File: config.mk
export PLATFORM = sky130hd
export DESIGN_NAME = octal_cmd_stat
export DESIGN_NICKNAME = d
export VERILOG_FILES = /design/src/rtl/octal_cmd_stat.sv
export SDC_FILE = /design/constraint.sdc
export NUM_CORES = 1
export LEC_CHECK = 0
export ABC_CLOCK_PERIOD_IN_PS = 1920
export BUFFER_PORTS_ARGS = -buffer_cell sky130_fd_sc_hd__buf_2
export CORE_UTILIZATION = 29
export CTS_CLUSTER_DIAMETER = 200
export DETAILED_ROUTE_END_ITERATION = 12
export SETUP_SLACK_MARGIN = 0.2
export SLEW_MARGIN = 0
export SYNTH_ARGS = -nofsm -noshare
export SYNTH_HDL_FRONTEND = slang
export SYNTH_SLANG_ARGS = --single-unit
File: constraint.sdc
create_clock -name clk -period 1.92 [get_ports clk]
set_clock_uncertainty 0.15 [all_clocks]
set_input_delay 0 -clock clk [delete_from_list [all_inputs] [get_ports clk]]
set_output_delay 0 -clock clk [all_outputs]
set_load 0.01 [all_outputs]
File: src/rtl/octal_cmd_stat.sv
module octal_cmd_stat #(
  parameter int W = 8
) (
  input  logic         clk,
  input  logic         rst_n,
  input  logic         uv,
  input  logic [W-1:0] fault_in,
  input  logic         cs_n,
  input  logic         sclk,
  input  logic         sdi,
  output logic         sdo,
  output logic         sdo_oe,
  output logic [W-1:0] cmd_out
);

  logic [W-1:0] stat, shreg, cmd;
  logic cs_d, sclk_d, sdo_q;

  wire cs_fall  = cs_d & ~cs_n;
  wire cs_rise  = ~cs_d & cs_n;
  wire sck_rise = ~sclk_d & sclk & ~cs_n & ~cs_d;
  wire sck_fall = sclk_d & ~sclk & ~cs_n & ~cs_d;

  always_ff @(posedge clk or negedge rst_n)
    if (!rst_n) begin
      cs_d   <= 1'b1;
      sclk_d <= 1'b0;
    end else begin
      cs_d   <= cs_n;
      sclk_d <= sclk;
    end

  always_ff @(posedge clk or negedge rst_n)
    if (!rst_n)        stat <= '0;
    else if (uv)       stat <= '0;
    else if (cs_fall)  stat <= fault_in;
    else               stat <= stat | fault_in;

  always_ff @(posedge clk or negedge rst_n)
    if (!rst_n)        shreg <= '0;
    else if (cs_fall)  shreg <= stat;
    else if (sck_rise) shreg <= {shreg[W-2:0], sdi};

  always_ff @(posedge clk or negedge rst_n)
    if (!rst_n)        sdo_q <= 1'b0;
    else if (cs_fall)  sdo_q <= stat[W-1];
    else if (sck_fall) sdo_q <= shreg[W-1];

  always_ff @(posedge clk or negedge rst_n)
    if (!rst_n)       cmd <= '0;
    else if (cs_rise) cmd <= shreg;

  assign sdo     = sdo_q;
  assign sdo_oe  = ~cs_n;
  assign cmd_out = uv ? '0 : cmd;

  a_r2_capture: assert property (@(posedge clk) disable iff (!rst_n)
    (cs_d && !cs_n) |=> (shreg == $past(stat)));

  a_r5_cmd_hold: assert property (@(posedge clk) disable iff (!rst_n)
    !(cs_n && !cs_d) |=> $stable(cmd));

  a_r6_sticky: assert property (@(posedge clk) disable iff (!rst_n)
    (!(cs_d && !cs_n) && !uv) |=> ((stat & $past(stat)) == $past(stat)));

  a_r7_uv_clear: assert property (@(posedge clk) disable iff (!rst_n)
    uv |=> (stat == '0));

  a_r8_idle_hold: assert property (@(posedge clk) disable iff (!rst_n)
    (cs_n && cs_d) |=> $stable(shreg));

endmodule

Word level (Yosys, flattened, before mapping)
Index checks and enable logic that the tools add are counted.
{"block": "totals", "register_bits": 27, "in_bits": 14}
{"block": "classes", "muxes": 7, "bitwise_logic": 13, "reduce_logical": 2}
{"operator": "8-bit 2-to-1 mux", "count": 5}
{"operator": "1-bit bitwise AND", "count": 8}
{"operator": "8-bit OR", "count": 1}
{"operator": "1-bit NOT", "count": 4}
{"operator": "2-bit nonzero test", "count": 2}
{"operator": "1-bit 2-to-1 mux", "count": 2}

Logic depth before layout (Yosys ltp)
Gate-level depths: netlist (run 1).
{"block": "depth", "word_depth": 6, "depth_mapped": 5, "depth_no_buf": 3}

Worst setup path after synthesis (run 1)
OpenSTA, ideal clock, no wires.
{"block": "synth_timing", "kind": "reg2reg", "start": "register cs_d", "end": "register shreg[0]", "path_stages_with_launch": 6, "arrival_ps": 1403, "required_time_ps": 1645, "path_buffers": 2, "path_slack_ps": 242, "cell_sequence": "dfstp_2 > nand2b_1 > buf_6 > buf_8 > mux2_4 > mux2_4"}
{"block": "synth_between", "elab_chain_cells": 3, "elab_cells_between_ends": 5}
{"item": "start: declaration", "line_no": "17", "rtl": "logic cs_d, sclk_d, sdo_q;"}
{"item": "start signal: assignment", "line_no": "29", "rtl": "cs_d <= cs_n;"}
{"item": "1-bit NOT", "line_no": "21", "rtl": "wire sck_rise = ~sclk_d & sclk & ~cs_n & ~cs_d;"}
{"item": "1-bit bitwise AND", "line_no": "21"}
{"item": "2-bit nonzero test (no source line)"}
{"item": "end signal: assignment", "line_no": "41", "rtl": "else if (cs_fall) shreg <= stat;"}
{"item": "end signal: assignment", "line_no": "42", "rtl": "else if (sck_rise) shreg <= {shreg[W-2:0], sdi};"}
{"item": "end: declaration", "line_no": "16", "rtl": "logic [W-1:0] stat, shreg, cmd;"}
Parallel ways exist; a longest one is shown, timed or not.
A chain may end at the register's enable or synchronous reset.

Final worst setup path (run 1)
{"block": "layout_timing", "start": "register cs_d", "end": "register shreg[5]"}
The elaborated chain is that of the path after synthesis.

==> results of run 1 <==
layout by cell type, fill, tap and decap left out, drive strengths merged:
master and n:
a21oi 10, buf 25, clkbuf 4, dfrtp 26, dfstp 1, dlygate4sd3 13
inv 5, mux2 22, nand2 1, nand2b 3, nor2 9, nor2b 8
o22ai 2, o31a 2
stage by stage:
stage,worst slack [ns],power [mW],util,cell area [sq um],hold slack (ns)
after floorplan,0.242,1.02,-,1180,-0.446
after global placement,0.294,1.12,0.354,1340,-0.107
after detailed placement,0.259,1.14,0.354,1340,-0.105
after CTS,0.243,1.47,0.400,1520,0.141
after global routing,0.206,1.54,0.400,1520,0.182
final,0.250,1.45,0.400,1520,0.119
metal layers:
layer | wire, um | track usage
met1 | 970 | 0.128
met4 | 12 | 0.0163
met2 | 1070 | 0.185
met5 | 0 | 0
met3 | 102 | 0.0310
worst max-delay path, delay by kind of cell (launching register included):
family,cells,cell delay (ns)
buf+inv,1,0.19
flops,1,0.59
mux,2,0.56
simple gates,1,0.07
repair_timing:
| action | CTS | global route |
|---|---|---|
| hold buffers | 13 | 0 |
| hold endpoints to repair | 40 | 0 |
| endpoints found under the setup margin | 0 | 0 |
power by group through the flow:
stage	Clock, mW	Sequential [mW]	Combinational (mW)
2_1_floorplan	0	0.767	0.254
6_report	0.312	0.780	0.360
5_1_grt	0.346	0.803	0.389
4_1_cts	0.323	0.782	0.367
3_5_place_dp	0	0.793	0.344
3_3_place_gp	0	0.788	0.334
area by class of cell:
type / instances / area, sq um / area share
Sequential cell: 27 / 677 / 0.446
Multi-Input combinational cell: 57 / 458 / 0.301
Inverter: 5 / 18.8 / 0.0124
Timing Repair Buffer: 38 / 260 / 0.171
Clock buffer: 4 / 45.0 / 0.0297
Tap cell: 48 / 60.1 / 0.0395
path summary, 6_finish.rpt:
check | endpoint | slack, ns | cells after the start
worst min-delay path | shreg[3] | 0.12 | 2
worst max-delay path | shreg[5] | 0.25 | 4
max in group asynchronous | stat[0] | 1.11 | 2
worst min register to register | cmd[6] | 0.36 | 1
min in group clk | sclk_d | 0.25 | 2
worst max register to register | shreg[5] | 0.25 | 4
state kept, by name, indices dropped and copies added (netlist names):
signal	count
cmd	8
shreg	8
stat	8
cs_d	1
sclk_d	1
sdo	1
cells by family (layout without fill, tap and decap cells):
family,after synthesis,in the layout,synth area share
AOI/OAI and AO/OA,14,14,0.0729
buffers and inverters,8,47,0.0412
DFF,27,27,0.572
and+or+nand+nor,21,21,0.0920
muxes,22,22,0.222
cells in the mapped netlist:
master	count	area (sq um)
o31a_2	2	20.0
a21oi_2	1	8.76
buf_6	1	11.3
nor2b_1	8	50.1
mux2_2	18	203
dfrtp_1	26	651
nand2_1	1	3.75
clkbuf_1	1	3.75
nor2_1	8	30.0
inv_1	5	18.8
nor2_2	1	6.26
o22ai_1	2	12.5
buf_8	1	15.0
nand2b_1	3	18.8
dfstp_2	1	26.3
a21oi_1	9	45.0
mux2_4	4	60.1
==> reports/qor.csv, run 1 <==
stage;metric;value;unit
place;place_inst;162;
global_route;grt_pass1_wl;3460;um
sta;tns;0;ns
worst_setup_path;end_kind;register;
layout;post_layout_nonfiller_instances;179;
global_route;grt_pass1_vias;758;
place;port_buffers;23;
logic_synthesis;seq_area_frac_synth;0.572;
power_and_ir_drop;p_seq_frac;0.537;
power_and_ir_drop;p_int;1.08;mW
clock_network;post_cts_buffers;0;
floorplan;die_w;65.9;um
global_route;grt-ovfl-total;0;
worst_setup_path;cp_cell_sequence;nand2b_1, buf_4, mux2_2, mux2_2;
logic_synthesis;syn_inst;92;
logic_synthesis;ys_ff_latch;27;
floorplan;io_pins;24;
sta;rsz0062_at_grt;false;
layout;drive_gt1_frac;0.420;
power_and_ir_drop;peakVddDrop;0.638;mV
floorplan;num_rows;22;
drt;routed_via_density;4.50;
floorplan;dieArea;4340;sq um
job;cap_violations;0;
floorplan;floorplan.initialDensity;0.312;
place;gp_congestion;0.726;
drt;postRouteAntennaNets;0;
worst_setup_path;startpoint_type;register;
power_and_ir_drop;clkPwrFrac;0.215;
clock_network;cts_buffer_depth;2;
power_and_ir_drop;power_frac_comb;0.248;
worst_setup_path;worstPathRequired;1.92;ns
power_and_ir_drop;p_sw;374;uW
global_route;antenna_found_initial;0;
power_and_ir_drop;powerDensity;956;nW/um^2
global_route;grt_max_degree;28;
clock_network;clock_latency;0.26;ns
logic_synthesis;ys_types;17;
sta;slew_viol_final;0;
layout;fillers;382;
power_and_ir_drop;p_leak;0.722;nW
worst_setup_path;slowest_stage;dfstp_2;
sta;finalCriticalPeriod;1.67;ns
drt;firstDrtPassIters;4;
logic_synthesis;synth_warnings;0;
drt;wl;2150;um
status;status;complete, no violations;
logic_synthesis;syn_avg_cell_area;12.9;sq um
worst_setup_path;timing.rr.start;cs_d;
clock_network;clk_pin_slew_worst_paths;0.09;ns
layout;final_nets;146;
sta;final-setup-viol-count;0;
sta;final_hold_viol_count;0;
clock_network;cts_tree;yes;
worst_setup_path;crit_path_max_fanout;15;
drt;drc;0;
worst_hold_path;min_path_type;primary input to asynchronous set/reset pin;
sta;fmax;599;MHz
clock_network;cts_root_buf;clkbuf_8;
layout;diodes;0;
logic_synthesis;synthesis.nets;106;
power_and_ir_drop;p_sw_frac;0.257;
sta;finalCritPeriodShare;0.870;
worst_setup_path;cp-startpoint;cs_d;
global_route;grt_usage;0.105;
drt;drt_iter0_drc;6;
sta;worst_pin_slew;0.599;ns
drt;vias;805;
clock_network;cts-resized-gates;0;
place;dp_hpwl;1480;um
clock_network;clock_sinks;27;
layout;area_growth;28.3;%
clock_network;h-tree-depth;1;
worst_setup_path;crit_arrival;1.67;ns
floorplan;core_area;3800;sq um
sta;relSlewSlack;0.601;
logic_synthesis;synth_area;1180;sq um
worst_setup_path;path_class;register to register;
floorplan;die_height;65.9;um
drt;wl_per_cell;12.0;um
clock_network;numCtsBuffers;3;
worst_setup_path;cpPeakStageDelay;0.59;ns
worst_setup_path;crit_path_frequent_cell;mux2_2;
Power figures use the tool's default switching activity.
==> run 2, diff against run 1 <==
--- a/config.mk
+++ b/config.mk
@@ -5,11 +5,13 @@
 export SDC_FILE = /design/constraint.sdc
 export NUM_CORES = 1
 export LEC_CHECK = 0
-export ABC_CLOCK_PERIOD_IN_PS = 1920
+export ABC_CLOCK_PERIOD_IN_PS = 1700
 export BUFFER_PORTS_ARGS = -buffer_cell sky130_fd_sc_hd__buf_2
+export CAP_MARGIN = 20
 export CORE_UTILIZATION = 29
 export CTS_CLUSTER_DIAMETER = 200
 export DETAILED_ROUTE_END_ITERATION = 12
+export RECOVER_POWER = 25
 export SETUP_SLACK_MARGIN = 0.2
 export SLEW_MARGIN = 0
 export SYNTH_ARGS = -nofsm -noshare
==> constraint.sdc (replaced) <==
create_clock -name clk -period 1.7 [get_ports clk]
set_clock_uncertainty 0.15 [all_clocks]
set_input_delay 0 -clock clk [delete_from_list [all_inputs] [get_ports clk]]
set_output_delay 0 -clock clk [all_outputs]
set_load 0.01 [all_outputs]
==> reports/qor.csv, run 2 (same netlist as run 1, synthesis figures left out) <==
stage;metric;value;unit;change
status;status;complete, no violations;;
worst_setup_path;cp-startpoint;cs_d;;
floorplan;die_w;65.9;um;unchanged
layout;final_nets;153;;+4.8%
place;port_buffers;23;;unchanged
floorplan;dieArea;4340;sq um;unchanged
sta;worst_pin_slew;0.664;ns;+0.0653 ns
drt;top_layer;met4;;
global_route;grt_pass1_wl;3650;um;+5.4%
drt;wl_per_cell;12.9;um;+7.0%
floorplan;num_rows;22;;unchanged
job;cap_violations;0;;unchanged
sta;finalCritPeriodShare;0.927;;+0.0570
layout;final_cell_mix;dfrtp_1 (26), buf_2 (19), mux2_2 (18), dlygate4sd3_1 (14), a21oi_1 (9);;
worst_setup_path;end_kind;register;;
drt;wl;2390;um;+11%
global_route;grt_usage;0.113;;+0.00813
worst_setup_path;worstPathRequired;1.70;ns;-0.22 ns
layout;final_common_cell;dfrtp_1;;
worst_hold_path;min_path_type;primary input to asynchronous set/reset pin;;
drt;vias;830;;+3.1%
floorplan;io_pins;24;;unchanged
sta;timing.hold.ws;0.144;ns;+0.0247 ns
drt;wl_met3;78;um;-24%
sta;tns;0;ns;unchanged
sta;finalCriticalPeriod;1.58;ns;-0.0945 ns
sta;final_hold_viol_count;0;;unchanged
clock_network;h-tree-depth;1;;unchanged
layout;fillers;369;;-3.4%
power_and_ir_drop;powerDensity;1040;nW/um^2;+8.7%
drt;routed_via_density;4.46;;-0.77%
sta;relSlewSlack;0.557;;-0.0436
sta;final-setup-viol-count;0;;unchanged
clock_network;clk_pin_slew_worst_paths;0.08;ns;about the same
global_route;grt-ovfl-total;0;;unchanged
drt;firstDrtPassIters;3;;-1
drt;wl_met1;1100;um;+14%
layout;stdcell_area;1610;sq um;+5.8%
layout;diodes;0;;unchanged
place;placed_cell_area;1370;sq um;+2.0%
power_and_ir_drop;p_leak;0.766;nW;+6.1%
place;dp_hpwl;1560;um;+5.9%
layout;largestRegisters;cmd: 8 flops, shreg: 8 flops, stat: 8 flops;;
clock_network;cts_root_buf;clkbuf_8;;
worst_setup_path;rrSetupSlack;0.12;ns;-0.13 ns
floorplan;die_height;65.9;um;unchanged
layout;drive_gt1_frac;0.428;;+0.00769
sta;rsz0062_at_grt;true;;
sta;fmax;635;MHz;+6.0%
global_route;antenna_found_initial;0;;unchanged
worst_setup_path;crit_arrival;1.58;ns;-0.09 ns
worst_setup_path;timing.rr.start;cs_d;;
drt;drc;0;;unchanged
sta;slew_viol_final;0;;unchanged
layout;area_growth;35.8;%;
drt;postRouteAntennaNets;0;;unchanged
clock_network;cts_tree;yes;;
floorplan;core_area;3800;sq um;unchanged
drt;drt_iter0_drc;1;;-5
global_route;grt_max_degree;28;;unchanged
power_and_ir_drop;peakVddDrop;0.447;mV;-30%
worst_setup_path;path_class;register to register;;
clock_network;clock_sinks;27;;unchanged
worst_setup_path;startpoint_type;register;;
clock_network;clock_latency;0.27;ns;about the same
clock_network;cts_buffer_depth;2;;unchanged
global_route;grt_pass1_vias;778;;+2.6%
drt;wl_met2;1190;um;+11%
place;gp_congestion;0.740;;+2.0%
floorplan;floorplan.initialDensity;0.312;;unchanged
clock_network;numCtsBuffers;3;;unchanged
worst_setup_path;crit_path_max_fanout;7;;-8
[run 2: changes by cell type in the layout (fill, tap and decap cells not counted), sizes merged]
cell | before | now
buf | 25 | 26
clkbuf | 4 | 9
dlygate4sd3 | 13 | 14
[run 2: critical path, cell delays in order (launching register included)]
cell and delay [ns]:
dfstp_2 0.57, nand2b_4 0.07, buf_12 0.14, mux2_2 0.27
mux2_2 0.27
[run 2: final timing paths]
kind / endpoint / depth (start not counted)
min reg2reg: cmd[1] / 1
min: cmd[6] / 2
max in group asynchronous: shreg[7] / 2
max: shreg[5] / 4
min in group clk: shreg[7] / 4
max reg2reg: shreg[5] / 4
[run 2: power breakdown]
part / leakage [nW] / switching [mW] / internal [mW]
combinational: 0.408 / 0.159 / 0.273
clock: 0.0228 / 0.188 / 0.168
sequential: 0.335 / 0.0882 / 0.795
total: 0.766 / 0.436 / 1.24
[run 2: layout make-up]
cell class / count / area [sq um] / share of cell area
clock buffer: 4 / 45.0 / 0.0280
inverter: 5 / 18.8 / 0.0117
multi-input combinational: 57 / 465 / 0.289
sequential: 27 / 677 / 0.421
tap: 48 / 60.1 / 0.0374
timing repair buffer: 45 / 342 / 0.212
[run 2: metrics by stage]
stage	utilization	setup slack (ns)	power, mW	cells
after floorplan	-	0.0223	1.15	92
after global placement	0.361	0.127	1.28	164
after detailed placement	0.361	0.106	1.30	164
after CTS	0.410	0.115	1.68	182
after global routing	0.423	0.0832	1.78	186
final	0.423	0.124	1.67	186
[run 2: timing repair]
action / in CTS / in global routing
gates resized for setup: 1 / 0
endpoints found under the setup margin: 7 / 7
endpoints found under the hold margin: 40 / 3
hold buffers: 12 / 2
setup buffers: 2 / 1
cloned: 0 / 1
[run 2: metal layers]
layer | track usage | vias to the layer above
met1 | 0.147 | 404
met5 | 0 | -
met2 | 0.188 | 16
li1 | - | 406
met3 | 0.0207 | 4
met4 | 0.0408 | 0
==> run 3, diff against run 2 <==
--- a/config.mk
+++ b/config.mk
@@ -8,9 +8,11 @@
 export ABC_CLOCK_PERIOD_IN_PS = 1700
 export BUFFER_PORTS_ARGS = -buffer_cell sky130_fd_sc_hd__buf_2
 export CAP_MARGIN = 20
-export CORE_UTILIZATION = 29
+export CORE_UTILIZATION = 52
 export CTS_CLUSTER_DIAMETER = 200
 export DETAILED_ROUTE_END_ITERATION = 12
+export HOLD_SLACK_MARGIN = 0.03
+export PLACE_DENSITY = 0.75
 export RECOVER_POWER = 25
 export SETUP_SLACK_MARGIN = 0.2
 export SLEW_MARGIN = 0
==> reports/qor.csv, run 3 (same netlist as run 1, synthesis figures left out) <==
stage;metric;value;unit;change
power_and_ir_drop;powerDensity;993;nW/um^2;-4.5%
floorplan;num_rows;16;;-27%
clock_network;h-tree-depth;1;;unchanged
place;gp_congestion;0.808;;+9.1%
worst_setup_path;timing.rr.start;cs_d;;
global_route;grt_pass1_vias;883;;+13%
sta;fmax;627;MHz;-1.1%
place;dp_hpwl;1400;um;-10%
floorplan;dieArea;2470;sq um;-43%
worst_setup_path;startpoint_type;register;;
floorplan;die_height;49.7;um;-25%
layout;drive_gt1_frac;0.465;;+0.0373
global_route;antenna_found_initial;0;;unchanged
clock_network;cts_tree;yes;;
floorplan;core_area;2040;sq um;-46%
worst_hold_path;min_path_type;primary input to register;;
sta;slew_viol_final;0;;unchanged
layout;final_common_cell;dfrtp_1;;
global_route;grt_usage;0.220;;+0.106
global_route;grt_max_degree;28;;unchanged
drt;vias;870;;+4.8%
sta;tns;0;ns;unchanged
clock_network;clk_pin_slew_worst_paths;0.13;ns;+0.05 ns
place;pre_cts_ws;0.0774;ns;-0.0288 ns
power_and_ir_drop;p_leak;0.805;nW;+5.1%
job;cap_violations;0;;unchanged
drt;firstDrtPassIters;4;;+1
power_and_ir_drop;p_seq_frac;0.541;;+0.013
power_and_ir_drop;totalPowerFinal;1.63;mW;-2.3%
place;port_buffers;23;;unchanged
clock_network;clock_latency;0.32;ns;+0.05 ns
sta;final_hold_viol_count;0;;unchanged
layout;area_growth;39.0;%;
layout;final_core_util;0.806;;+0.383
drt;wl;2530;um;+5.6%
layout;final_cell_mix;dfrtp_1 (26), buf_2 (20), dlygate4sd3_1 (14), mux2_2 (13), mux2_4 (9);;
clock_network;cts_root_buf;clkbuf_4;;
worst_hold_path;whs_path_depth;3;;
power_and_ir_drop;clkPwrFrac;0.165;;-0.048
sta;worst_pin_slew;0.651;ns;-0.0132 ns
sta;finalCriticalPeriod;1.59;ns;+0.0182 ns
worst_setup_path;crit_arrival;1.66;ns;+0.08 ns
worst_setup_path;worstPathRequired;1.77;ns;+0.07 ns
sta;setup_slack;0.106;ns;-0.0182 ns
floorplan;floorplan.initialDensity;0.580;;+0.268
power_and_ir_drop;p_sw_frac;0.269;;+0.00834
clock_network;clock_sinks;27;;unchanged
power_and_ir_drop;p_int;1.19;mW;-3.4%
sta;final-setup-viol-count;0;;unchanged
drt;wl_per_cell;15.0;um;+16%
worst_setup_path;crit_path_max_fanout;8;;+1
worst_hold_path;worstHoldEndpoint;shreg[7];;
power_and_ir_drop;power_frac_comb;0.295;;+0.036
global_route;grt_pass1_wl;4010;um;+9.8%
worst_setup_path;path_class;register to register;;
clock_network;numCtsBuffers;3;;unchanged
layout;fillers;129;;-65%
sta;rsz0062_at_grt;true;;
sta;relSlewSlack;0.566;;+0.00878
power_and_ir_drop;peakVddDrop;0.896;mV;+100%
global_route;grt-ovfl-total;0;;unchanged
sta;finalCritPeriodShare;0.938;;+0.0107
worst_setup_path;rrSetupSlack;0.11;ns;-0.02 ns
worst_hold_path;hp-start;cs_n;;
clock_network;cts_buffer_depth;2;;unchanged
layout;diodes;0;;unchanged
status;status;complete, no violations;;
layout;largestRegisters;cmd: 8 flops, shreg: 8 flops, stat: 8 flops;;
place;placed_cell_area;1350;sq um;-1.4%
layout;stdcell_area;1650;sq um;+2.3%
drt;drc;0;;unchanged
worst_setup_path;end_kind;register;;
layout;final_nets;157;;+2.6%
drt;drt_iter0_drc;14;;+13
worst_setup_path;r2r_end;shreg[3];;
drt;routed_via_density;5.15;;+15%
worst_setup_path;r2r_cells;5;;+1
power_and_ir_drop;p_sw;440;uW;+0.86%
floorplan;io_pins;24;;unchanged
drt;postRouteAntennaNets;0;;unchanged
floorplan;die_w;49.7;um;-25%
==> run 3: power by group through the flow <==
stage,Combinational (mW),Sequential [mW],Clock [mW]
6_report,0.482,0.883,0.269
4_1_cts,0.465,0.880,0.279
3_3_place_gp,0.385,0.885,0
3_5_place_dp,0.397,0.892,0
5_1_grt,0.520,0.911,0.302
2_1_floorplan,0.287,0.866,0
==> run 3: worst max path at each step <==
stage,start,end,slack [ns],cells after the start
floorplan,cs_d,shreg[0],0.02,5
global placement,cs_d,shreg[6],0.11,4
detailed placement,cs_d,shreg[3],0.08,5
CTS,cs_d,shreg[3],0.11,5
global route,cs_d,shreg[5],0.08,5
finish,cs_d,shreg[3],0.11,5
==> run 3: layout make-up <==
cell class / count / area, sq um / area share
clock buffer: 4 / 26.3 / 0.0160
tap: 27 / 33.8 / 0.0205
multi-input combinational: 57 / 504 / 0.306
sequential: 27 / 677 / 0.411
timing repair buffer: 49 / 383 / 0.233
inverter: 5 / 21.3 / 0.0129
==> run 3: critical path, cell delays in order, from the launching register on <==
cell     delay [ns]
dfstp_2        0.58
buf_6          0.12
inv_4          0.04
a21oi_4        0.13
buf_8          0.16
mux2_4         0.30
==> run 3: per-stage QoR <==
| step | hold slack [ns] | cells |
|---|---|---|
| final | 0.0553 | 169 |
| after global routing | 0.0757 | 169 |
| after CTS | 0.0657 | 167 |
| after detailed placement | -0.114 | 144 |
| after global placement | -0.122 | 144 |
| after floorplan | -0.446 | 92 |
==> run 3: layer usage <==
layer  vias to the layer above  track usage  part of all wire
met3                         6       0.0370             0.032
met5                         -            0                 0
met4                         0        0.100             0.018
li1                        413            -                 -
met1                       429        0.285              0.42
met2                        22        0.358              0.53
==> run 3: what timing repair did <==
| action | CTS | global route |
|---|---|---|
| hold buffers | 14 | 1 |
| pin swaps | 1 | 2 |
| gates resized for setup | 10 | 9 |
| hold endpoints to repair | 40 | 1 |
| endpoints found under the setup margin | 7 | 17 |
| buffers inserted | 5 | 1 |
